--- src/rtl/rxd_pkg.sv ---
package rxd_pkg;
  typedef enum logic [2:0] {
    ST_IDLE, ST_RD_STS, ST_RD_CTL, ST_RD_BUF, ST_LATCH, ST_RECV, ST_DROP, ST_WB
  } rxd_state_e;

  localparam int OWN_BIT    = 31;
  localparam int EOR_BIT    = 25;
  localparam int DESC_BYTES = 16;
endpackage

--- src/rtl/rxd_pack.sv ---
module rxd_pack #(
  parameter int LEN_W = 15
) (
  input  logic             clk_i,
  input  logic             rst_ni,
  input  logic             clr_i,
  input  logic             acc_i,
  input  logic [7:0]       data_i,
  input  logic             last_i,
  output logic [31:0]      word_o,
  output logic             word_done_o,
  output logic [LEN_W-3:0] word_idx_o,
  output logic [LEN_W-1:0] cnt_o
);
  logic [23:0]      hold_q;
  logic [LEN_W-1:0] cnt_q;
  logic [1:0]       lane;

  assign lane = cnt_q[1:0];

  always_comb begin
    word_o = {8'h00, hold_q};
    word_o[lane*8 +: 8] = data_i;
  end

  assign word_done_o = acc_i && (lane == 2'd3 || last_i);
  assign word_idx_o  = cnt_q[LEN_W-1:2];
  assign cnt_o       = cnt_q;

  always_ff @(posedge clk_i or negedge rst_ni) begin
    if (!rst_ni) begin
      hold_q <= '0;
      cnt_q  <= '0;
    end else if (clr_i) begin
      hold_q <= '0;
      cnt_q  <= '0;
    end else if (acc_i) begin
      cnt_q  <= cnt_q + 1'b1;
      hold_q <= word_done_o ? 24'h0 : word_o[23:0];
    end
  end
endmodule

--- src/rtl/rxd_ring_ptr.sv ---
module rxd_ring_ptr #(
  parameter int AW = 32
) (
  input  logic          clk_i,
  input  logic          rst_ni,
  input  logic          load_i,
  input  logic [AW-1:0] base_i,
  input  logic          adv_i,
  input  logic          wrap_i,
  output logic [AW-1:0] ptr_o
);
  import rxd_pkg::*;

  always_ff @(posedge clk_i or negedge rst_ni) begin
    if (!rst_ni)     ptr_o <= '0;
    else if (load_i) ptr_o <= base_i;
    else if (adv_i)  ptr_o <= wrap_i ? base_i : ptr_o + AW'(DESC_BYTES);
  end
endmodule

--- src/rtl/rxd_status_fmt.sv ---
module rxd_status_fmt #(
  parameter int LEN_W = 15
) (
  input  logic [LEN_W-1:0] len_i,
  input  logic             err_i,
  output logic [31:0]      word_o
);
  logic [14:0] len_field;

  assign len_field = 15'(len_i);
  // own=0 | length | error | reserved | last-descriptor | reserved
  assign word_o = {1'b0, len_field, err_i, 6'b0, 1'b1, 8'h00};
endmodule

--- src/rtl/rx_desc_writer.sv ---
module rx_desc_writer #(
  parameter int AW     = 32,
  parameter int SIZE_W = 11,
  parameter int LEN_W  = 15,
  parameter int CNT_W  = 16
) (
  input  logic             clk_i,
  input  logic             rst_ni,
  input  logic [AW-1:0]    ring_base_i,
  input  logic             rx_en_i,
  input  logic             rx_valid_i,
  input  logic [7:0]       rx_data_i,
  input  logic             rx_last_i,
  output logic             rx_ready_o,
  output logic             mem_req_o,
  output logic             mem_we_o,
  output logic [AW-1:0]    mem_addr_o,
  output logic [31:0]      mem_wdata_o,
  input  logic [31:0]      mem_rdata_i,
  output logic [CNT_W-1:0] miss_cnt_o
);
  import rxd_pkg::*;

  rxd_state_e        state_q, state_d;
  logic              own_q, eor_q, ovf_q;
  logic [SIZE_W-1:0] cap_q;
  logic [AW-1:0]     buf_q, ptr;
  logic [CNT_W-1:0]  miss_q;

  logic              acc;
  logic [31:0]       pk_word, sts_word;
  logic              pk_done;
  logic [LEN_W-3:0]  pk_idx;
  logic [LEN_W-1:0]  pk_cnt, cap_ext, word_off;
  logic              word_fits, byte_fits;

  assign rx_ready_o = (state_q == ST_RECV) || (state_q == ST_DROP);
  assign acc        = rx_valid_i && rx_ready_o;
  assign cap_ext    = LEN_W'(cap_q);
  assign word_off   = {pk_idx, 2'b00};
  assign word_fits  = word_off < cap_ext;
  assign byte_fits  = pk_cnt < cap_ext;
  assign miss_cnt_o = miss_q;

  rxd_pack #(.LEN_W(LEN_W)) i_pack (
    .clk_i       (clk_i),
    .rst_ni      (rst_ni),
    .clr_i       (state_q == ST_LATCH),
    .acc_i       (acc && state_q == ST_RECV),
    .data_i      (rx_data_i),
    .last_i      (rx_last_i),
    .word_o      (pk_word),
    .word_done_o (pk_done),
    .word_idx_o  (pk_idx),
    .cnt_o       (pk_cnt)
  );

  rxd_ring_ptr #(.AW(AW)) i_ptr (
    .clk_i  (clk_i),
    .rst_ni (rst_ni),
    .load_i (state_q == ST_IDLE && !rx_en_i),
    .base_i (ring_base_i),
    .adv_i  (state_q == ST_WB),
    .wrap_i (eor_q),
    .ptr_o  (ptr)
  );

  rxd_status_fmt #(.LEN_W(LEN_W)) i_fmt (
    .len_i  (pk_cnt),
    .err_i  (ovf_q),
    .word_o (sts_word)
  );

  always_comb begin
    mem_req_o   = 1'b0;
    mem_we_o    = 1'b0;
    mem_addr_o  = ptr;
    mem_wdata_o = '0;
    unique case (state_q)
      ST_RD_STS: mem_req_o = 1'b1;
      ST_RD_CTL: begin mem_req_o = 1'b1; mem_addr_o = ptr + AW'(4); end
      ST_RD_BUF: begin mem_req_o = 1'b1; mem_addr_o = ptr + AW'(8); end
      ST_RECV: if (pk_done && word_fits) begin
        mem_req_o   = 1'b1;
        mem_we_o    = 1'b1;
        mem_addr_o  = buf_q + AW'(word_off);
        mem_wdata_o = pk_word;
      end
      ST_WB: begin
        mem_req_o   = 1'b1;
        mem_we_o    = 1'b1;
        mem_wdata_o = sts_word;
      end
      default: ;
    endcase
  end

  always_comb begin
    state_d = state_q;
    unique case (state_q)
      ST_IDLE:   if (rx_en_i && rx_valid_i) state_d = ST_RD_STS;
      ST_RD_STS: state_d = ST_RD_CTL;
      ST_RD_CTL: state_d = ST_RD_BUF;
      ST_RD_BUF: state_d = ST_LATCH;
      ST_LATCH:  state_d = own_q ? ST_RECV : ST_DROP;
      ST_RECV:   if (acc && rx_last_i) state_d = ST_WB;
      ST_DROP:   if (acc && rx_last_i) state_d = ST_IDLE;
      ST_WB:     state_d = ST_IDLE;
      default:   state_d = ST_IDLE;
    endcase
  end

  always_ff @(posedge clk_i or negedge rst_ni) begin
    if (!rst_ni) begin
      state_q <= ST_IDLE;
      own_q   <= 1'b0;
      eor_q   <= 1'b0;
      ovf_q   <= 1'b0;
      cap_q   <= '0;
      buf_q   <= '0;
      miss_q  <= '0;
    end else begin
      state_q <= state_d;
      // read data lags the request by one cycle
      if (state_q == ST_RD_CTL) own_q <= mem_rdata_i[OWN_BIT];
      if (state_q == ST_RD_BUF) begin
        cap_q <= {mem_rdata_i[SIZE_W-1:2], 2'b00};
        eor_q <= mem_rdata_i[EOR_BIT];
      end
      if (state_q == ST_LATCH) begin
        buf_q <= mem_rdata_i[AW-1:0];
        ovf_q <= 1'b0;
      end
      if (state_q == ST_RECV && acc && !byte_fits) ovf_q <= 1'b1;
      if (state_q == ST_DROP && acc && rx_last_i) miss_q <= miss_q + 1'b1;
    end
  end
endmodule

--- config.mk ---
export PLATFORM = sky130hd
export DESIGN_NAME = rx_desc_writer
export DESIGN_NICKNAME = d
export VERILOG_FILES = /design/src/rtl/rxd_pkg.sv /design/src/rtl/rxd_pack.sv /design/src/rtl/rxd_ring_ptr.sv /design/src/rtl/rxd_status_fmt.sv /design/src/rtl/rx_desc_writer.sv
export SDC_FILE = /design/constraint.sdc
export NUM_CORES = 1
export LEC_CHECK = 0
export CORE_ASPECT_RATIO = 1.25
export CORE_UTILIZATION = 55
export CTS_CLUSTER_DIAMETER = 200
export DETAILED_ROUTE_END_ITERATION = 8
export DONT_BUFFER_PORTS = 1
export GPL_ROUTABILITY_DRIVEN = 0
export PLACE_DENSITY = 0.67
export SLEW_MARGIN = 30
export SYNTH_ARGS = -nofsm -noshare
export SYNTH_HDL_FRONTEND = slang
export SYNTH_SLANG_ARGS = --single-unit
export TNS_END_PERCENT = 100
--- constraint.sdc ---
create_clock -name clk_i -period 3.05 [get_ports clk_i]
set_input_delay 0.305 -clock clk_i [delete_from_list [all_inputs] [get_ports clk_i]]
set_output_delay 0.305 -clock clk_i [all_outputs]
set_load 0.05 [all_outputs]
== Word level (Yosys, flattened, before mapping) ==
Index checks and enable logic that the tools add are counted.
Cells by class
  $add $sub $neg: 7
  $lt $le $gt $ge: 2
  equality and inequality tests: 11
  shift-type cells: 2
  muxes and demuxes: 23
  reductions and logical operators: 20
Operators by type and width (count)
  $mux 32: 5
  $pmux 32 s3: 1
  $mux 24: 3
  $pmux 32 s2: 1
  $neg 5->34: 1
  $shift 8x34->32 const A: 1
  $shiftx 8x34->32: 1
  $add 32x15->32: 1
  $add 32x3->32 const B: 1
  $add 32x4->32 const B: 1
  $add 32x5->32 const B: 1
  $bwmux 32: 1
  $lt 15x11->1: 2
  $mux 15: 2
  $pmux 3 s8: 1
  $add 16x1->16 const B: 1
  $add 15x1->15 const B: 1
  $eq 3x3->1 const B: 4
  $logic_and 1x1->1: 10
  $mux 3: 3
  $eq 3x2->1 const B: 2
  $ne 2x1->1 const B: 3
  $reduce_bool 2->1: 3
  $pmux 1 s2: 2
  9 further kinds: 13
Storage, ports and cells
  bits in registers: 134
  output and inout port bits: 83
  word-level logic and storage cells: 75

== Depth between registers and ports, before layout ==
Gate-level depths: netlist (run 1).
  depth in word-level cells: 8
  depth in mapped cells: 12
  depth with buffers taken out: 10

== Cells and area by module ==
A second synthesis (run 1) with hierarchy kept.
Unflattened totals
  cell total of the unflattened synthesis: 1122
  area total of the unflattened synthesis: 9972.1 µm²
By module, submodules not included
  rx_desc_writer: instances 1, cells each 610, area each 5456.5 µm², sequential area each 1576.5 µm²
  rxd_pack: instances 1, cells each 244, area each 2307.2 µm², sequential area each 975.9 µm²
  rxd_ring_ptr: instances 1, cells each 234, area each 1960.6 µm², sequential area each 800.8 µm²
  rxd_status_fmt: instances 1, cells each 34, area each 247.7 µm², sequential area each 0.0 µm²

== Worst setup path before layout (run 1) ==
OpenSTA, ideal clock, no wires.
  path kind: register to output
  start point: register i_ptr.ptr_o[4]
  end point: output mem_addr_o[24]
  data arrival time: 3.401 ns
  setup slack: -0.656 ns
  cell stages (with the launch flop): 7
  buffers on the path: 1
  path through: dfrtp_1 ha_1 and4_1 clkbuf_1 nand2_1 or3_1 o311ai_0
Between the ends
  cells in the longest elaborated chain, start to end: 2
  elaborated cells on any way between the ends: 3
  classes of those cells: add/sub: 2; mux: 1
RTL lines
  start: declaration: RTL line rxd_ring_ptr.sv:10  | output logic [AW-1:0] ptr_o
  start signal: assignment: RTL line rxd_ring_ptr.sv:16  | else if (load_i) ptr_o <= base_i;
  start signal: assignment: RTL line rxd_ring_ptr.sv:17  | else if (adv_i) ptr_o <= wrap_i ? base_i : ptr_o + AW'(DESC_BYTES);
  $add 32x4->32 or $add 32x3->32 (tied branches): RTL line rx_desc_writer.sv:82, rx_desc_writer.sv:81
  $pmux 32 s3 (*): RTL line rx_desc_writer.sv:79  | unique case (state_q)
  end: declaration: RTL line rx_desc_writer.sv:17  | output logic [AW-1:0] mem_addr_o,
Mark *: on every way between the ends. The rest lies on a longest branch, timed or not.

== Worst setup path after layout (run 1) ==
  start point: register i_pack.cnt_q[10] (netlist: i_pack.cnt_o[10])
  end point: output mem_addr_o[27]
Between the ends
  cells in the longest elaborated chain, start to end: 4
  elaborated cells on any way between the ends: 5
  classes of those cells: add/sub: 1; order compare: 1; mux: 2; reduce/logical: 1
RTL lines
  start: declaration: RTL line rxd_pack.sv:16  | logic [LEN_W-1:0] cnt_q;
  start signal: assignment: RTL line rxd_pack.sv:38  | cnt_q <= cnt_q + 1'b1;
  branches (longest 2 deep; another with $add 32x15->32)
  $mux 32 (*): RTL line rx_desc_writer.sv:83  | ST_RECV: if (pk_done && word_fits) begin
  $pmux 32 s3 (*): RTL line rx_desc_writer.sv:79
Mark *: on every way between the ends.

==> load_flow_metrics.sql, run 1 <==
INSERT INTO impl_metrics (metric_group, metric, value, unit) VALUES
('critical_path', 'critical_path.cell_chain', 'buf_4 -> ha_4 -> a21oi_1 -> o21ai_1 -> a31oi_2 -> a211oi_2 -> buf_4 -> o21ai_0 -> xor2_1 -> o21ai_1 -> buf_6', ''),
('yosys', 'synth_top_cell_area_share', '0.379', ''),
('critical_path', 'timing.critical_path.from_type', 'flop', ''),
('yosys', 'postSynth.topFlopCell', 'dfrtp_1', ''),
('clock_tree', 'numClockSinks', '134', ''),
('detailed_routing', 'drt_iter0_markers', '1035', ''),
('yosys', 'synthesis.area', '0.00885', 'mm²'),
('floorplan', 'floorplan.io_pins', '160', ''),
('power', 'power.ir.vdd_worst', '0.000561', 'V'),
('cells_and_area', 'final_cell_mix', '122 x dfrtp_1, 107 x nand2_1, 89 x buf_4', ''),
('yosys', 'ys_async_sr_fraction', '1.00', ''),
('sta', 'finalClockSkew', '0.00804', 'ns'),
('power', 'power.density_cell_area', '996', 'mW/mm²'),
('global_routing', 'grt_pass1_vias', '8080', ''),
('global_routing', 'antenna_violations_before_repair', '0', ''),
('critical_path', 'cp.arrival', '2.87', 'ns'),
('clock_tree', 'tritoncts.num_buffers', '17', ''),
('critical_path', 'cp_slowest_cell', 'dfrtp_2', ''),
('critical_path', 'crit_path_end_kind', 'output pin', ''),
('cells_and_area', 'flow.area_growth_from_synthesis', '31.9', '%'),
('detailed_routing', 'routed_via_density', '6.47', ''),
('sta', 'max_slew.worst_pin.slew', '0.840', 'ns'),
('yosys', 'netlist-cell-type-count', '67', ''),
('yosys', 'synthesis.nets', '1125', ''),
('sta', 'layout_setup_ws', '-0.129', 'ns'),
('yosys', 'yosysWarnings', '0', ''),
('detailed_routing', 'wl_per_cell', '21.2', 'µm'),
('detailed_routing', 'finalWirelength', '28.6', 'mm'),
('clock_tree', 'clk_pin_slew_worst_paths', '0.06', 'ns'),
('sta', 'max_freq', '0.315', 'GHz'),
('clock_tree', 'clockBufferDepth', '2', ''),
('clock_tree', 'worstSkewPairLatency', '0.44', 'ns'),
('sta', 'rsz0062_at_grt', 'true', ''),
('critical_path', 'worstReg2RegStart', 'state_q[0]$_DFFE_PN0P_', ''),
('critical_path', 'crit_type', 'flop to output pin', ''),
('status', 'violations_in_the_final_reports', 'negative hold slack, negative setup slack', ''),
('critical_path', 'rrSetupSlack', '0.42', 'ns'),
('critical_path', 'worst_ep_required_time', '2.74', 'ns'),
('detailed_routing', 'drtPass1Iterations', '5', ''),
('yosys', 'syn-mean-instance-area', '8.71', 'µm²'),
('critical_path', 'reg2reg_to', 'i_pack.hold_q[5]$_DFFE_PN0P_', ''),
('cells_and_area', 'share_of_layout_cells_above_drive_strength_1', '0.304', ''),
('cells_and_area', 'antenna-diode-count', '0', ''),
('yosys', 'synth_seq_cells', '134', ''),
('placed_design', 'place.detailed.instances', '1289', ''),
('sta', 'slew_viol_final', '0', ''),
('sta', 'slew_headroom', '0.438', ''),
('status', 'run_status', 'complete, but fails checks', ''),
('placed_design', 'dp_worst_setup_slack', '0.0931', 'ns'),
('global_routing', 'grt_first_pass_wirelength', '42.8', 'mm'),
('detailed_routing', 'vias', '8731', ''),
('clock_tree', 'clock_root_cell', 'clkbuf_16', ''),
('floorplan', 'core_region_area', '0.0156', 'mm²'),
('floorplan', 'floorplan.die_area', '0.0166', 'mm²'),
('cells_and_area', 'post_layout_nonfiller_instances', '1349', ''),
('yosys', 'synth.area.top_cells', 'dfrtp_1 38%, mux2_2 6.1%, nand2_1 4.6%', ''),
('sta', 'fin_worst_hold_slack', '-0.439', 'ns'),
('sta', 'finalSetupViolations', '18', ''),
('clock_tree', 'cts_tree', 'yes', ''),
('critical_path', 'path_delay_family', 'compound AO/OA/AOI/OAI gates', ''),
('cells_and_area', 'final_net_count', '1233', ''),
('yosys', 'synth.yosys.seq_area_share', '0.379', ''),
('floorplan', 'die_width', '115', 'µm'),
('critical_path', 'combined_buffer_and_inverter_count_along_the_critical_path', '3', ''),
('power', 'static-leakage-power', '4.82', 'nW'),
('placed_design', 'io_buffers', '0', ''),
('min_path', 'timing.hold.worst.class', 'primary input to asynchronous set/reset pin', ''),
('sta', 'total_count_of_hold_check_failures_in_the_final_report', '134', ''),
('global_routing', 'maximum_number_of_pins_on_one_net_before_global_route_repair', '135', ''),
('job', 'max_cap_violations', '0', ''),
('floorplan', 'start_util', '0.566', '');
## worst max-delay path by stage
stage / start / to
6_report: i_pack.cnt_o[10]$_DFFE_PN0P_ / mem_addr_o[27]
2_1_floorplan: i_pack.cnt_o[4]$_DFFE_PN0P_ / mem_wdata_o[18]
4_1_cts: i_pack.cnt_o[2]$_DFFE_PN0P_ / mem_addr_o[28]
3_5_place_dp: i_pack.cnt_o[3]$_DFFE_PN0P_ / mem_addr_o[18]
3_3_place_gp: i_pack.cnt_o[3]$_DFFE_PN0P_ / mem_addr_o[18]
5_1_grt: i_pack.cnt_o[10]$_DFFE_PN0P_ / mem_addr_o[27]
## registers in the layout (all words and copies together), names as in the netlist, 3 cells and up
name           cells
cap_q              9
i_pack.cnt_o      15
i_pack.hold_q     24
miss_cnt_o        16
i_ptr.ptr_o       32
state_q            3
buf_q             32
## Yosys cell counts (all sizes together) (3+ instances only)
master / number
a211oi: 5
a21boi: 3
a21o: 4
a21oi: 79
a221o: 9
a221oi: 3
a22o: 22
a31oi: 11
and2: 9
and3: 21
and4: 4
buf: 24
clkbuf: 36
dfrtp: 134
ha: 31
inv: 26
mux2: 48
mux2i: 3
nand2: 108
nand2b: 3
nand3: 33
nand3b: 5
nand4: 19
nor2: 81
nor2b: 30
nor3: 22
nor4: 8
o211ai: 10
o21a: 6
o21ai: 84
o221ai: 6
o22ai: 13
o311ai: 7
o31ai: 7
o32ai: 3
or2: 6
or3: 9
xnor2: 24
xor2: 33
## per-layer routing
layer  track usage  up-vias  share of wire
li1              -     3924              -
met1         0.429     4229           0.39
met4         0.172        0          0.041
met3        0.0687       99          0.080
met5             0        -              0
met2         0.539      479           0.48
## what timing repair did
item                                    CTS  global route
buffers inserted                         15            11
endpoints found under the setup margin   57            59
endpoints found under the hold margin   134           134
gates cloned                              0             2
pin swaps                                24            25
resized for setup                        60           114
## area by class of cell
type                       count  area [µm²]  share of cell area
sequential                   134        3370               0.288
tap                          212         265              0.0227
clock buffer                  18         439              0.0376
timing repair buffer         149        1580               0.135
inverter                      26        97.6             0.00835
multi-input combinational    796        5780               0.495
clock inverter                14         153              0.0131
## worst register-to-register path: cells and delay by family (launching register included)
| kind | cells | cell delay, ns |
|---|---|---|
| AOI/OAI and AO/OA | 2 | 0.82 |
| buffers and inverters | 2 | 0.42 |
| DFF | 1 | 0.45 |
| and+or+nand+nor | 3 | 0.88 |
## logic make-up (layout without fill, tap and decap cells)
group,after synthesis,count (layout),synth area share
and+or+nand+nor,365,365,0.204
AOI/OAI and AO/OA,291,291,0.209
xor gates and xnor gates,57,57,0.0564
buffers and inverters,86,207,0.0407
muxes,51,51,0.0644
adders and majority gates,32,32,0.0461
DFF,134,134,0.379
## metrics by stage
stage | area (µm²) | setup TNS, ns | power (W) | utilization
floorplan | 8890 | -1.15 | 0.00677 | -
global placement | 10100 | 0 | 0.00868 | 0.645
detailed placement | 10100 | 0 | 0.00874 | 0.645
CTS | 11100 | -0.367 | 0.0111 | 0.709
global route | 11700 | -3.97 | 0.0122 | 0.747
finish | 11700 | -1.30 | 0.0116 | 0.747
## where the power goes
part	leakage, nW	total (W)	switching [W]	internal [W]
Combinational	2.83	0.00637	0.00374	0.00263
Sequential	1.70	0.00318	0.000828	0.00235
Clock	0.290	0.00209	0.000856	0.00123
No activity file was read; power rests on OpenSTA's default activity.
==> inputs of run 2 (changes only) <==
--- a/config.mk
+++ b/config.mk
@@ -12,6 +12,7 @@
 export DONT_BUFFER_PORTS = 1
 export GPL_ROUTABILITY_DRIVEN = 0
 export PLACE_DENSITY = 0.67
+export RECOVER_POWER = 25
 export SLEW_MARGIN = 30
 export SYNTH_ARGS = -nofsm -noshare
 export SYNTH_HDL_FRONTEND = slang
==> results of run 2 <==
Final layout, timing and power as in run 1 (identical DEF).
==> inputs of run 3 (changes only) <==
--- a/config.mk
+++ b/config.mk
@@ -5,7 +5,7 @@
 export SDC_FILE = /design/constraint.sdc
 export NUM_CORES = 1
 export LEC_CHECK = 0
-export CORE_ASPECT_RATIO = 1.25
+export CORE_ASPECT_RATIO = 1.2
 export CORE_UTILIZATION = 55
 export CTS_CLUSTER_DIAMETER = 200
 export DETAILED_ROUTE_END_ITERATION = 8
==> run 3 against run 2 <==
Effect of this change:
- the run still ends with negative hold slack, negative setup slack left
- clock skew down 0.0014 ns
- first-iteration DRC count up 6.1%
- via count rose by 4.2%
- die area barely moved
- global-route usage rose by 0.90 points
- hold slack better by 0.012 ns
- register-to-register slack worse by 0.13 ns
- non-clock buffer count rose by 13
- combinational power up 4.6%
- utilization up 2.8 points
- fmax down 1.6%
- largest power group unchanged
==> load_flow_metrics.sql, run 3 (synthesis gave the netlist of run 1 again) <==
INSERT INTO impl_metrics (metric_group, metric, value, unit) VALUES
('detailed_routing', 'routed_via_density', '6.70', ''),
('critical_path', 'crit_path_max_fanout', '8', ''),
('detailed_routing', 'drt_drc_violations_left', '0', ''),
('clock_tree', 'cts_tree', 'yes', ''),
('sta', 'total_count_of_hold_check_failures_in_the_final_report', '134', ''),
('global_routing', 'grt_first_pass_wirelength', '45.2', 'mm'),
('critical_path', 'crit_path_end_kind', 'output pin', ''),
('critical_path', 'critical_path.max_stage_delay', '0.49', 'ns'),
('critical_path', 'path_delay_family', 'simple AND/OR/NAND/NOR gates', ''),
('clock_tree', 'clock_root_cell', 'clkbuf_16', ''),
('sta', 'post-route-period-util', '1.06', ''),
('sta', 'finalClockSkew', '0.00668', 'ns'),
('placed_design', 'place.detailed.instances', '1284', ''),
('sta', 'slew_viol_final', '0', ''),
('power', 'power.density_cell_area', '995', 'mW/mm²'),
('global_routing', 'globalRoute.totalOverflow', '0', ''),
('cells_and_area', 'layout.cells.most_common', 'dfrtp_1', ''),
('floorplan', 'die_width', '118', 'µm'),
('status', 'run_status', 'complete, but fails checks', ''),
('floorplan', 'start_util', '0.566', ''),
('power', 'power.ir.vdd_worst', '0.000531', 'V'),
('cells_and_area', 'final_net_count', '1246', ''),
('clock_tree', 'cts_max_level', '4', ''),
('detailed_routing', 'drt_iter0_markers', '1098', ''),
('cells_and_area', 'post_layout_nonfiller_instances', '1358', ''),
('global_routing', 'maximum_number_of_pins_on_one_net_before_global_route_repair', '135', ''),
('critical_path', 'critical_path.cell_chain', 'ha_1 -> nand2_1 -> nand4_1 -> a211oi_2 -> nor2_4 -> or2_4 -> buf_6 -> buf_12 -> a2bb2oi_2 -> nor2_2 -> buf_6', ''),
('floorplan', 'floorplan.die_area', '0.0166', 'mm²'),
('detailed_routing', 'detailroute.wirelength.met3', '2.78', 'mm'),
('critical_path', 'combined_buffer_and_inverter_count_along_the_critical_path', '3', ''),
('min_path', 'timing.hold.worst.class', 'primary input to asynchronous set/reset pin', ''),
('cells_and_area', 'share_of_layout_cells_above_drive_strength_1', '0.334', ''),
('placed_design', 'io_buffers', '0', ''),
('critical_path', 'cp_slowest_cell', 'dfrtp_2', ''),
('sta', 'rsz0062_at_grt', 'true', ''),
('detailed_routing', 'top_layer_used', 'met5', ''),
('floorplan', 'core_region_area', '0.0156', 'mm²'),
('sta', 'fin_tns_setup', '-3.37', 'ns'),
('clock_tree', 'numClockSinks', '134', ''),
('cells_and_area', 'reg_top3', 'buf_q (32), i_ptr.ptr_o (32), i_pack.hold_q (24)', ''),
('sta', 'slew_headroom', '0.387', ''),
('power', 'static-leakage-power', '4.99', 'nW'),
('global_routing', 'grt.total_usage', '0.346', ''),
('sta', 'finalSetupViolations', '49', ''),
('detailed_routing', 'detailed_route_wire_length_on_metal_1', '11.8', 'mm'),
('floorplan', 'die_height', '141', 'µm'),
('critical_path', 'timing.critical_path.from_type', 'flop', ''),
('global_routing', 'antenna_violations_before_repair', '1', ''),
('detailed_routing', 'dr_wl_met2', '14.9', 'mm'),
('sta', 'max_slew.worst_pin.slew', '0.915', 'ns'),
('global_routing', 'grt_pass1_vias', '8362', ''),
('cells_and_area', 'antenna-diode-count', '0', ''),
('cells_and_area', 'flow.area_growth_from_synthesis', '37.0', '%'),
('floorplan', 'floorplan.io_pins', '160', ''),
('detailed_routing', 'drtPass1Iterations', '8', ''),
('detailed_routing', 'wl_per_cell', '22.8', 'µm'),
('critical_path', 'crit_type', 'flop to output pin', ''),
('floorplan', 'core.rowCount', '50', ''),
('sta', 'layout_setup_ws', '-0.181', 'ns'),
('status', 'violations_in_the_final_reports', 'negative hold slack, negative setup slack', ''),
('critical_path', 'worst_ep_required_time', '2.74', 'ns'),
('sta', 'max_freq', '0.309', 'GHz'),
('clock_tree', 'tritoncts.num_buffers', '17', ''),
('detailed_routing', 'finalWirelength', '30.9', 'mm'),
('detailed_routing', 'vias', '9094', ''),
('clock_tree', 'worstSkewPairLatency', '0.42', 'ns'),
('clock_tree', 'clockBufferDepth', '2', ''),
('critical_path', 'critical-path-top-cell-by-count', 'buf_6', ''),
('placed_design', 'dp_worst_setup_slack', '0.0615', 'ns'),
('placed_design', 'detailed_place_hpwl', '19.5', 'mm'),
('cells_and_area', 'finish.utilization', '0.776', ''),
('job', 'max_cap_violations', '0', ''),
('sta', 'fin_worst_hold_slack', '-0.427', 'ns'),
('critical_path', 'cp.arrival', '2.93', 'ns'),
('clock_tree', 'clk_pin_slew_worst_paths', '0.06', 'ns'),
('cells_and_area', 'final_cell_mix', '122 x dfrtp_1, 100 x nand2_1, 88 x buf_4', ''),
('detailed_routing', 'postRouteAntennaNets', '0', ''),
('sta', 'period_minus_slack', '3.23', 'ns');
==> run 3: cell count changes in the layout (fill, tap and decap cells not counted), moves of 5 or more <==
cell	previous run	this run
o21ai_1	13	6
nand2_2	0	7
a22o_4	0	6
clkinv_4	7	2
buf_6	34	45
a22o_1	22	16
o21ai_4	5	10
nand2_1	107	100
==> run 3: where the power goes <==
part / internal, W / switching [W] / total (W)
registers: 0.00236 / 0.000840 / 0.00320
clock network: 0.00140 / 0.000813 / 0.00221
logic: 0.00276 / 0.00390 / 0.00666
total: 0.00651 / 0.00556 / 0.0121
==> run 3: per-stage QoR <==
step / area, µm² / power, W
after floorplan: 8890 / 0.00677
after global placement: 10100 / 0.00866
after detailed placement: 10100 / 0.00875
after CTS: 11200 / 0.0113
after global routing: 12100 / 0.0125
final: 12100 / 0.0121
==> run 3: final cells by class <==
cell class | instances | area, µm²
tap | 208 | 260
sequential | 134 | 3370
clock buffer | 21 | 450
multi-input combinational | 796 | 6030
inverter | 26 | 97.6
timing repair buffer | 162 | 1750
fill | 979 | 3510
clock inverter | 11 | 173
==> run 3: layer usage <==
metal  vias to the layer above  GRT usage
li1                       3935          -
met1                      4432      0.452
met2                       591      0.551
met3                       134     0.0728
met4                         2      0.159
met5                         -          0
==> run 3: path summary, 6_finish.rpt <==
kind / cells after the start / start / end / slack, ns
worst min-delay path: 0 / rst_ni / miss_cnt_o[11]$_DFFE_PN0P_ / -0.43
max in group asynchronous: 0 / rst_ni / buf_q[17]$_DFFE_PN0P_ / 3.22
worst max register to register: 5 / state_q[2]$_DFFE_PN0P_ / i_ptr.ptr_o[19]$_DFFE_PN0P_ / 0.29
worst min register to register: 2 / i_pack.hold_q[21]$_DFFE_PN0P_ / i_pack.hold_q[21]$_DFFE_PN0P_ / 0.48
min in group clk_i: 2 / ring_base_i[11] / i_ptr.ptr_o[11]$_DFFE_PN0P_ / 0.02
worst max-delay path: 11 / i_pack.cnt_o[9]$_DFFE_PN0P_ / mem_wdata_o[15] / -0.18
==> run 3: what timing repair did <==
action / CTS / global route
buffers inserted: 16 / 24
gates cloned: 0 / 2
gates resized for setup: 83 / 144
pin swaps: 34 / 45
endpoints found under the hold margin: 134 / 134
endpoints found under the setup margin: 66 / 48
